### config.mk
export PLATFORM = sky130hd
export DESIGN_NAME = iq_dataflow
export DESIGN_NICKNAME = d
export VERILOG_FILES = /design/src/rtl/iq_pkg.sv /design/src/rtl/iq_wakeup.sv /design/src/rtl/iq_alloc.sv /design/src/rtl/iq_select.sv /design/src/rtl/iq_dataflow.sv
export SDC_FILE = /design/constraint.sdc
export NUM_CORES = 2
export LEC_CHECK = 0
export BUFFER_PORTS_ARGS = -buffer_cell sky130_fd_sc_hd__buf_2
export CAP_MARGIN = 40
export CORE_MARGIN = 8
export CORE_UTILIZATION = 30
export DETAILED_ROUTE_END_ITERATION = 6
export GPL_TIMING_DRIVEN = 0
export SYNTH_ARGS = -nofsm -noshare
export SYNTH_HDL_FRONTEND = slang
export SYNTH_SLANG_ARGS = --single-unit
### constraint.sdc
create_clock -name clk -period 10.6 [get_ports clk]
set_clock_uncertainty 0.05 [all_clocks]
set_input_delay 0.53 -clock clk [delete_from_list [all_inputs] [get_ports clk]]
set_output_delay 0.53 -clock clk [all_outputs]
set_load 0.05 [all_outputs]
### src/rtl/iq_pkg.sv
package iq_pkg;

    localparam int IQ_DEPTH   = 16;
    localparam int IQ_TAG_W   = 6;
    localparam int IQ_AGE_W   = 6;
    localparam int IQ_NWB     = 3;
    localparam int AGE_MAX_W  = 16;

    // a is older than b when the wrapped difference a-b is negative in w bits
    function automatic logic age_is_older(input logic [AGE_MAX_W-1:0] a,
                                          input logic [AGE_MAX_W-1:0] b,
                                          input int unsigned w);
        logic [AGE_MAX_W-1:0] d;
        d = a - b;
        return d[w-1];
    endfunction

endpackage

### src/rtl/iq_wakeup.sv
module iq_wakeup #(
    parameter int TAG_W = iq_pkg::IQ_TAG_W,
    parameter int NWB   = iq_pkg::IQ_NWB
) (
    input  logic [TAG_W-1:0]          src_tag,
    input  logic [NWB-1:0]            wb_valid,
    input  logic [NWB-1:0][TAG_W-1:0] wb_tag,
    output logic                      hit
);
    logic [NWB-1:0] match;

    for (genvar k = 0; k < NWB; k++) begin : g_port
        assign match[k] = wb_valid[k] && (wb_tag[k] == src_tag);
    end

    assign hit = |match;
endmodule

### src/rtl/iq_alloc.sv
module iq_alloc #(
    parameter int DEPTH = iq_pkg::IQ_DEPTH,
    localparam int IDX_W = $clog2(DEPTH)
) (
    input  logic [DEPTH-1:0] occupied,
    output logic             found,
    output logic [IDX_W-1:0] idx
);
    always_comb begin
        found = 1'b0;
        idx   = '0;
        for (int i = DEPTH - 1; i >= 0; i--) begin
            if (!occupied[i]) begin
                found = 1'b1;
                idx   = IDX_W'(i);
            end
        end
    end
endmodule

### src/rtl/iq_select.sv
module iq_select #(
    parameter int DEPTH = iq_pkg::IQ_DEPTH,
    parameter int AGE_W = iq_pkg::IQ_AGE_W,
    localparam int IDX_W = $clog2(DEPTH)
) (
    input  logic                          clk,
    input  logic                          rst,
    input  logic [DEPTH-1:0]              req,
    input  logic [DEPTH-1:0][AGE_W-1:0]   ages,
    output logic [DEPTH-1:0]              grant,
    output logic                          gnt_valid,
    output logic [IDX_W-1:0]              gnt_idx
);
    import iq_pkg::*;

    logic [DEPTH-1:0] win;

    // a requester wins when no other requester is older (ties go to lower index)
    always_comb begin
        for (int i = 0; i < DEPTH; i++) begin
            win[i] = req[i];
            for (int j = 0; j < DEPTH; j++) begin
                if (j != i && req[j]) begin
                    if (age_is_older(AGE_MAX_W'(ages[j]), AGE_MAX_W'(ages[i]), AGE_W))
                        win[i] = 1'b0;
                    else if (ages[j] == ages[i] && j < i)
                        win[i] = 1'b0;
                end
            end
        end
    end

    always_comb begin
        grant     = '0;
        gnt_valid = 1'b0;
        gnt_idx   = '0;
        for (int i = DEPTH - 1; i >= 0; i--) begin
            if (win[i]) begin
                gnt_valid = 1'b1;
                gnt_idx   = IDX_W'(i);
            end
        end
        if (gnt_valid) grant[gnt_idx] = 1'b1;
    end

    for (genvar gi = 0; gi < DEPTH; gi++) begin : g_chk_i
        for (genvar gj = 0; gj < DEPTH; gj++) begin : g_chk_j
            if (gi != gj) begin : g_pair
                p_oldest_first_r6: assert property (@(posedge clk) disable iff (rst)
                    (grant[gi] && req[gj]) |->
                        !age_is_older(AGE_MAX_W'(ages[gj]), AGE_MAX_W'(ages[gi]), AGE_W));
            end
        end
    end
endmodule

### src/rtl/iq_dataflow.sv
module iq_dataflow #(
    parameter int DEPTH = iq_pkg::IQ_DEPTH,
    parameter int TAG_W = iq_pkg::IQ_TAG_W,
    parameter int AGE_W = iq_pkg::IQ_AGE_W,
    parameter int NWB   = iq_pkg::IQ_NWB
) (
    input  logic                          clk,
    input  logic                          rst,
    input  logic                          ins_valid,
    output logic                          ins_ready,
    input  logic [TAG_W-1:0]              ins_src0_tag,
    input  logic                          ins_src0_rdy,
    input  logic [TAG_W-1:0]              ins_src1_tag,
    input  logic                          ins_src1_rdy,
    input  logic [TAG_W-1:0]              ins_dst_tag,
    input  logic [AGE_W-1:0]              ins_age,
    input  logic [NWB-1:0]                wb_valid,
    input  logic [NWB-1:0][TAG_W-1:0]     wb_tag,
    input  logic                          flush_valid,
    input  logic [AGE_W-1:0]              flush_age,
    output logic                          iss_valid,
    output logic [TAG_W-1:0]              iss_src0_tag,
    output logic [TAG_W-1:0]              iss_src1_tag,
    output logic [TAG_W-1:0]              iss_dst_tag,
    output logic [AGE_W-1:0]              iss_age
);
    import iq_pkg::*;

    localparam int IDX_W = $clog2(DEPTH);

    typedef struct packed {
        logic [TAG_W-1:0] src0;
        logic [TAG_W-1:0] src1;
        logic [TAG_W-1:0] dst;
        logic [AGE_W-1:0] age;
    } slot_t;

    slot_t                        slot_q [DEPTH];
    logic [DEPTH-1:0]             valid_q, rdy0_q, rdy1_q;
    logic [DEPTH-1:0]             hit0, hit1, kill, req, grant;
    logic [DEPTH-1:0][AGE_W-1:0]  age_vec;
    logic                         ins_hit0, ins_hit1, alloc_found, gnt_valid, do_ins;
    logic [IDX_W-1:0]             alloc_idx, gnt_idx;

    // ---- wakeup CAM: per slot, per source ----
    for (genvar i = 0; i < DEPTH; i++) begin : g_slot
        iq_wakeup #(.TAG_W(TAG_W), .NWB(NWB)) u_wk0 (
            .src_tag(slot_q[i].src0), .wb_valid(wb_valid), .wb_tag(wb_tag), .hit(hit0[i]));
        iq_wakeup #(.TAG_W(TAG_W), .NWB(NWB)) u_wk1 (
            .src_tag(slot_q[i].src1), .wb_valid(wb_valid), .wb_tag(wb_tag), .hit(hit1[i]));

        assign age_vec[i] = slot_q[i].age;
        assign req[i]     = valid_q[i] && rdy0_q[i] && rdy1_q[i];
        assign kill[i]    = flush_valid && valid_q[i] &&
                            age_is_older(AGE_MAX_W'(flush_age), AGE_MAX_W'(slot_q[i].age), AGE_W);
    end

    // same-cycle wakeup for the incoming instruction
    iq_wakeup #(.TAG_W(TAG_W), .NWB(NWB)) u_wk_in0 (
        .src_tag(ins_src0_tag), .wb_valid(wb_valid), .wb_tag(wb_tag), .hit(ins_hit0));
    iq_wakeup #(.TAG_W(TAG_W), .NWB(NWB)) u_wk_in1 (
        .src_tag(ins_src1_tag), .wb_valid(wb_valid), .wb_tag(wb_tag), .hit(ins_hit1));

    // ---- allocation ----
    iq_alloc #(.DEPTH(DEPTH)) u_alloc (
        .occupied(valid_q), .found(alloc_found), .idx(alloc_idx));

    assign ins_ready = alloc_found;
    assign do_ins    = ins_valid && alloc_found && !flush_valid;

    // ---- select ----
    iq_select #(.DEPTH(DEPTH), .AGE_W(AGE_W)) u_sel (
        .clk(clk), .rst(rst), .req(req), .ages(age_vec),
        .grant(grant), .gnt_valid(gnt_valid), .gnt_idx(gnt_idx));

    assign iss_valid = gnt_valid && !flush_valid;

    always_comb begin
        iss_src0_tag = slot_q[gnt_idx].src0;
        iss_src1_tag = slot_q[gnt_idx].src1;
        iss_dst_tag  = slot_q[gnt_idx].dst;
        iss_age      = slot_q[gnt_idx].age;
    end

    // ---- slot state ----
    always_ff @(posedge clk) begin
        if (rst) begin
            valid_q <= '0;
            rdy0_q  <= '0;
            rdy1_q  <= '0;
            for (int i = 0; i < DEPTH; i++) slot_q[i] <= '0;
        end else begin
            for (int i = 0; i < DEPTH; i++) begin
                if (kill[i] || (iss_valid && grant[i])) begin
                    valid_q[i] <= 1'b0;
                end else if (do_ins && alloc_idx == IDX_W'(i)) begin
                    valid_q[i]     <= 1'b1;
                    slot_q[i].src0 <= ins_src0_tag;
                    slot_q[i].src1 <= ins_src1_tag;
                    slot_q[i].dst  <= ins_dst_tag;
                    slot_q[i].age  <= ins_age;
                    rdy0_q[i]      <= ins_src0_rdy || ins_hit0;
                    rdy1_q[i]      <= ins_src1_rdy || ins_hit1;
                end else if (valid_q[i]) begin
                    rdy0_q[i] <= rdy0_q[i] || hit0[i];
                    rdy1_q[i] <= rdy1_q[i] || hit1[i];
                end
            end
        end
    end

    // ---- assertions ----
    p_grant_ready_r5: assert property (@(posedge clk) disable iff (rst)
        iss_valid |-> (|(grant & valid_q & rdy0_q & rdy1_q)));

    p_grant_frees_r7: assert property (@(posedge clk) disable iff (rst)
        iss_valid |=> !valid_q[$past(gnt_idx)]);

    p_full_no_growth_r2: assert property (@(posedge clk) disable iff (rst)
        (&valid_q) |=> ($countones(valid_q) <= $past($countones(valid_q))));

    for (genvar i = 0; i < DEPTH; i++) begin : g_chk
        p_ready_sticky_r3: assert property (@(posedge clk) disable iff (rst)
            (valid_q[i] && rdy0_q[i] && rdy1_q[i] && !kill[i] && !(iss_valid && grant[i]))
                |=> (rdy0_q[i] && rdy1_q[i]));
        p_flush_removes_r8: assert property (@(posedge clk) disable iff (rst)
            kill[i] |=> !valid_q[i]);
    end
endmodule

# Word-level counts from Yosys, hierarchy flattened
# Memories as Yosys holds them, arrays and structs flattened.
# Index checks and enable logic that the tools add are counted.
# Widths: inputs -> output; s select.
word_totals:
  output_inout_bits: 26
  reg_bits: 48
  ramBits: 384
  in_bits: 57
  n_memories: 1
op_classes:
  n_eq_ne: 237
  n_lt_le_gt_ge: 2
  reduce_logical: 336
  bitwise: 80
  mux: 861
  n_addsub: 256
memory_table:
  columns: ["memory", "words", "width", "rd", "rd_ports_with_merged_regs", "wr", "line_no", "source"]
  rows:
  - ["slot_q", 16, 24, 17, 0, 16, "iq_dataflow.sv:38", "slot_t slot_q [DEPTH];"]
op_table:
  columns: ["cell", "count"]
  rows:
  - ["$sub 6x6->6", 256]
  - ["$eq 6x6->1", 222]
  - ["$mux 1", 763]
  - ["$mux 6", 64]
  - ["$logic_and 1x1->1", 202]
  - ["$mux 4", 32]
  - ["$reduce_or 3->1", 34]
  - ["$or 1x1->1", 64]
  - ["$logic_or 1x1->1", 50]
  - ["$eq 4x4->1 const B", 8]
  - ["$reduce_and 2->1", 16]
  - ["$reduce_bool 2->1", 16]
  - ["$reduce_or 2->1", 16]
  - ["$eq 4x3->1 const B", 4]
  - ["$mux 16", 1]
  - ["$not 1->1", 16]
  - ["$eq 4x2->1 const B", 2]
  - ["$lt 4x5->1 const B", 1]
  - ["$demux 1 s4", 1]
  - ["$eq 4x1->1 const B", 1]
  - ["$ge 4x1->1 const B", 1]
  - ["$logic_not 4->1", 1]
  - ["$logic_not 1->1", 1]

# Logic depth before layout (Yosys ltp)
depth:
  depth_word: 74
  ltp_mapped: 20
  depth_no_buf: 15

# Cells and area by module
# A second synthesis with hierarchy kept.
hier_totals:
  hier_cells: 6072
  area_unflattened_um2: 57866.7
by_module_without_submodules:
  columns: ["module", "area_each_um2", "cells_each", "instances", "seq_area_each_um2"]
  rows:
  - ["iq_select", 30232.7, 3702, 1, 0.0]
  - ["iq_dataflow", 20618.5, 1486, 1, 12492.0]
  - ["iq_wakeup", 201.4, 25, 34, 0.0]
  - ["iq_alloc", 166.4, 34, 1, 0.0]

# Least setup slack after synthesis
# Ideal clock, no wire load.
synth_timing:
  kind: "register to output"
  start: "mem slot_q[5][4] in the netlist's numbering"
  end: "out iss_dst_tag[2]"
  required_ns: 10.020
  slack_ns: 4.768
  path_buffers: 1
  path_stages_with_launch: 17
  arrival_time_ns: 5.252
  cell_sequence: "edfxtp_1 -> inv_1 -> ha_1 -> and2_4 -> a221oi_1 -> o21ai_1 -> mux2i_1 -> o22ai_1 -> or4b_1 -> or3_1 -> nor3b_1 -> a221o_1 -> o21ai_2 -> buf_1 -> mux2_2 -> a2111oi_0 -> nand4bb_1"
synth_rtl:
  columns: ["item", "line_no", "source"]
  rows:
  - ["start, declared", "iq_dataflow.sv:38", null]
  - ["end, declared", "iq_dataflow.sv:24", "output logic [TAG_W-1:0] iss_dst_tag,"]

==> reports/metrics.yaml <==
status: "complete, but fails checks"
violations: "design-rule violations"
cts_setup_buffers: 0
worstPathMaxFanout: 10
worstPathRequired_ns: 10.02
clockRootBuffer: "clkbuf_16"
cts_hold_buf: 0
seq_area_mm2: 0.0125
synth-seq-area-share: 0.222
dieWidth_um: 449
startpoint: "slot_q[0][4]"
synth_top_cell_by_area: "ha_1"
synth_top_area_frac: 0.281
drive_gt1_frac: 0.0881
fin_util: 0.359
portBuffers: 59
grt_max_degree: 25
critPathKind: "reg2out"
ys_warn_count: 0
start_util: 0.301
synth_top_family_by_area: "adder cells"
synth-edff-count: 384
hold_viol_final: 0
end_kind: "output pin"
final_cell_mix: "ha_1, xor2_1, xnor2_1, a21oi_1, edfxtp_1"
grt_usage: 0.272
synth_cell_types: 82
syn_area_mm2: 0.0563
gp_congestion: 1.04
synth-async-reset-ratio: 0
syn_nets: 7373
core_area_mm2: 0.187
reg2reg_depth: 20
rows: 159
drc: 4
grt_pass1_wl_mm: 399
antenna_found_initial: 9
cts-buffers-inserted: 49
fin_tns_setup_ns: 0
yosys.area_share.simple: 0.138
slew_headroom: 0.237
ys_ff_latch: 432
timing.rr.start: "slot_q[0][4]"
hold_class: "in2reg"
r2r_end: "rdy0_q[13]"
p_per_area_mw_per_mm2: 94.9
leakagePower_nw: 28.4
grt_overflow: 0
first_global_vias: 51291
cap_violations: 0
layout_commonest_cell: "ha_1"
period_share: 0.895
fillers: 18797
ys_top_cells_by_area: "ha_1, edfxtp_1, xor2_1, xnor2_1, a21oi_1"
die_y_um: 449
holdPathStages: 3
clk_path_buf_depth: 3
clk_latency_ns: 0.62
nets: 7760
rrSetupSlack_ns: 2.84
yosys.area_share.xor_xnor: 0.137
syn_to_final_growth_pct: 19.3
tightest_slew_ns: 1.13
startpoint_type: "flip-flop"
drtAntennaViolNets: 0
cts_tree: "built"
num_vias: 54469
synth_cells: 6052
muxShareOfSynthArea: 0.0414
holdPathEnd: "slot_q[7][7]"
cts_resized: 0
synth_ff_type: "edfxtp_1"
multi_input_area_mm2: 0.0418
place_hpwl_mm: 228
finalSetupViolCount: 0
synth-compound-area-share: 0.145
vdd_drop_max_mv: 0.111
htreeDepth: 2
yosys.area_share.adder: 0.281
avgSynthCellArea_um2: 9.30
wl_per_cell_um: 32.4
dieArea_mm2: 0.202
clock.fmax_mhz: 105
finalCriticalPeriod_ns: 9.48
clkSlewWorstSetupHoldPaths_ns: 0.06
rsz0062_at_grt: "no"
firstDrtPassIters: 7
hp-start: "ins_dst_tag[1]"
ios: 83
avgViaCountPerCell: 6.06
final_max_slew_viol_count: 0
cts_sinks: 432
drt_iter0_markers: 7660
routed_wl_mm: 291
cp.arrival_ns: 8.90
registers in the layout, indices dropped and copies added, names as in the netlist:
signal / flops
slot_q: 384
rdy0_q: 16
rdy1_q: 16
valid_q: 16
cell usage after synthesis (46+ instances only):
cell      instances
a211oi_1         81
a21o_1           93
a21oi_1         407
a31oi_1          46
and3_1           79
clkbuf_1        190
dfxtp_1          48
edfxtp_1        384
ha_1           1264
inv_1           225
mux2_2           59
mux2i_1         164
nand2_1         197
nand2b_1         71
nand3_1         214
nand4_1         167
nor2_1          377
nor2b_1          93
nor3_1           48
nor4_1          117
o21ai_0         262
o22ai_1          46
xnor2_1         428
xor2_1          445
how the worst max path moves through the flow:
stage	to	slack [ns]	depth (start not counted)
after floorplan	iss_dst_tag[2]	4.77	16
after global placement	iss_age[2]	0.63	19
after detailed placement	iss_age[2]	2.25	22
after CTS	iss_age[2]	1.57	22
after global routing	iss_src0_tag[3]	1.23	21
final	iss_src0_tag[2]	1.12	21
metrics by stage:
| step | power (mW) | hold WS [ns] | area (um2) | worst slack (ns) | cells |
|---|---|---|---|---|---|
| after CTS | 6.28 | 0.179 | 67100 | 1.57 | 8972 |
| after global routing | 6.56 | 0.204 | 67100 | 1.23 | 8975 |
| after global placement | 4.15 | 0.415 | 59700 | 0.633 | 8606 |
| after detailed placement | 4.45 | 0.425 | 65300 | 2.25 | 8880 |
| after floorplan | 3.42 | 0.404 | 56300 | 4.77 | 6052 |
| final | 6.37 | 0.194 | 67100 | 1.12 | 8981 |
report_power, final:
part           switching, mW  internal (mW)
Clock                  0.772           1.08
Combinational           1.48          0.915
Sequential             0.180           1.95
Total                   2.43           3.94
final cells by class:
cell class,instances,area share
clock inverter,32,0.00572
buffer,249,0.0168
antenna,6,0.000224
inverter,225,0.0126
timing repair buffer,336,0.0888
multi-input combinational,5146,0.623
clock buffer,60,0.0200
tap,2495,0.0465
sequential,432,0.186
worst max-delay path: stages, from the launching register on:
cell,delay (ns)
edfxtp_1,0.95
inv_1,0.59
buf_16,0.32
ha_1,0.37
and3_1,0.24
o21ai_0,0.14
nand3_1,0.13
xor2_1,0.34
o22ai_1,0.12
a2111oi_0,0.64
and4_1,0.29
clkbuf_1,0.59
or2_2,0.22
clkbuf_1,0.40
nor2_1,0.15
o21ai_1,0.42
or2_2,0.22
clkbuf_1,0.56
clkbuf_1,0.53
o22a_1,0.33
nand4_1,0.32
buf_2,0.34
per-layer routing:
metal | vias to the layer above | GRT usage | part of all wire
met5 | - | 0 | 0.000045
met4 | 2 | 0.205 | 0.099
met3 | 1171 | 0.0613 | 0.12
met2 | 4000 | 0.402 | 0.41
met1 | 26339 | 0.343 | 0.38
li1 | 22957 | - | -
logic make-up (layout without fill, tap and decap cells):
kind of cell / after synthesis / in the layout
buffers and inverters: 474 / 902
adders and majority gates: 1264 / 1264
and+or+nand+nor: 1499 / 1499
other: 0 / 6
xor gates and xnor gates: 876 / 876
DFF: 432 / 432
muxes: 224 / 224
AOI/OAI and AO/OA: 1283 / 1283
Note: power is estimated with default switching activity, not from simulation.
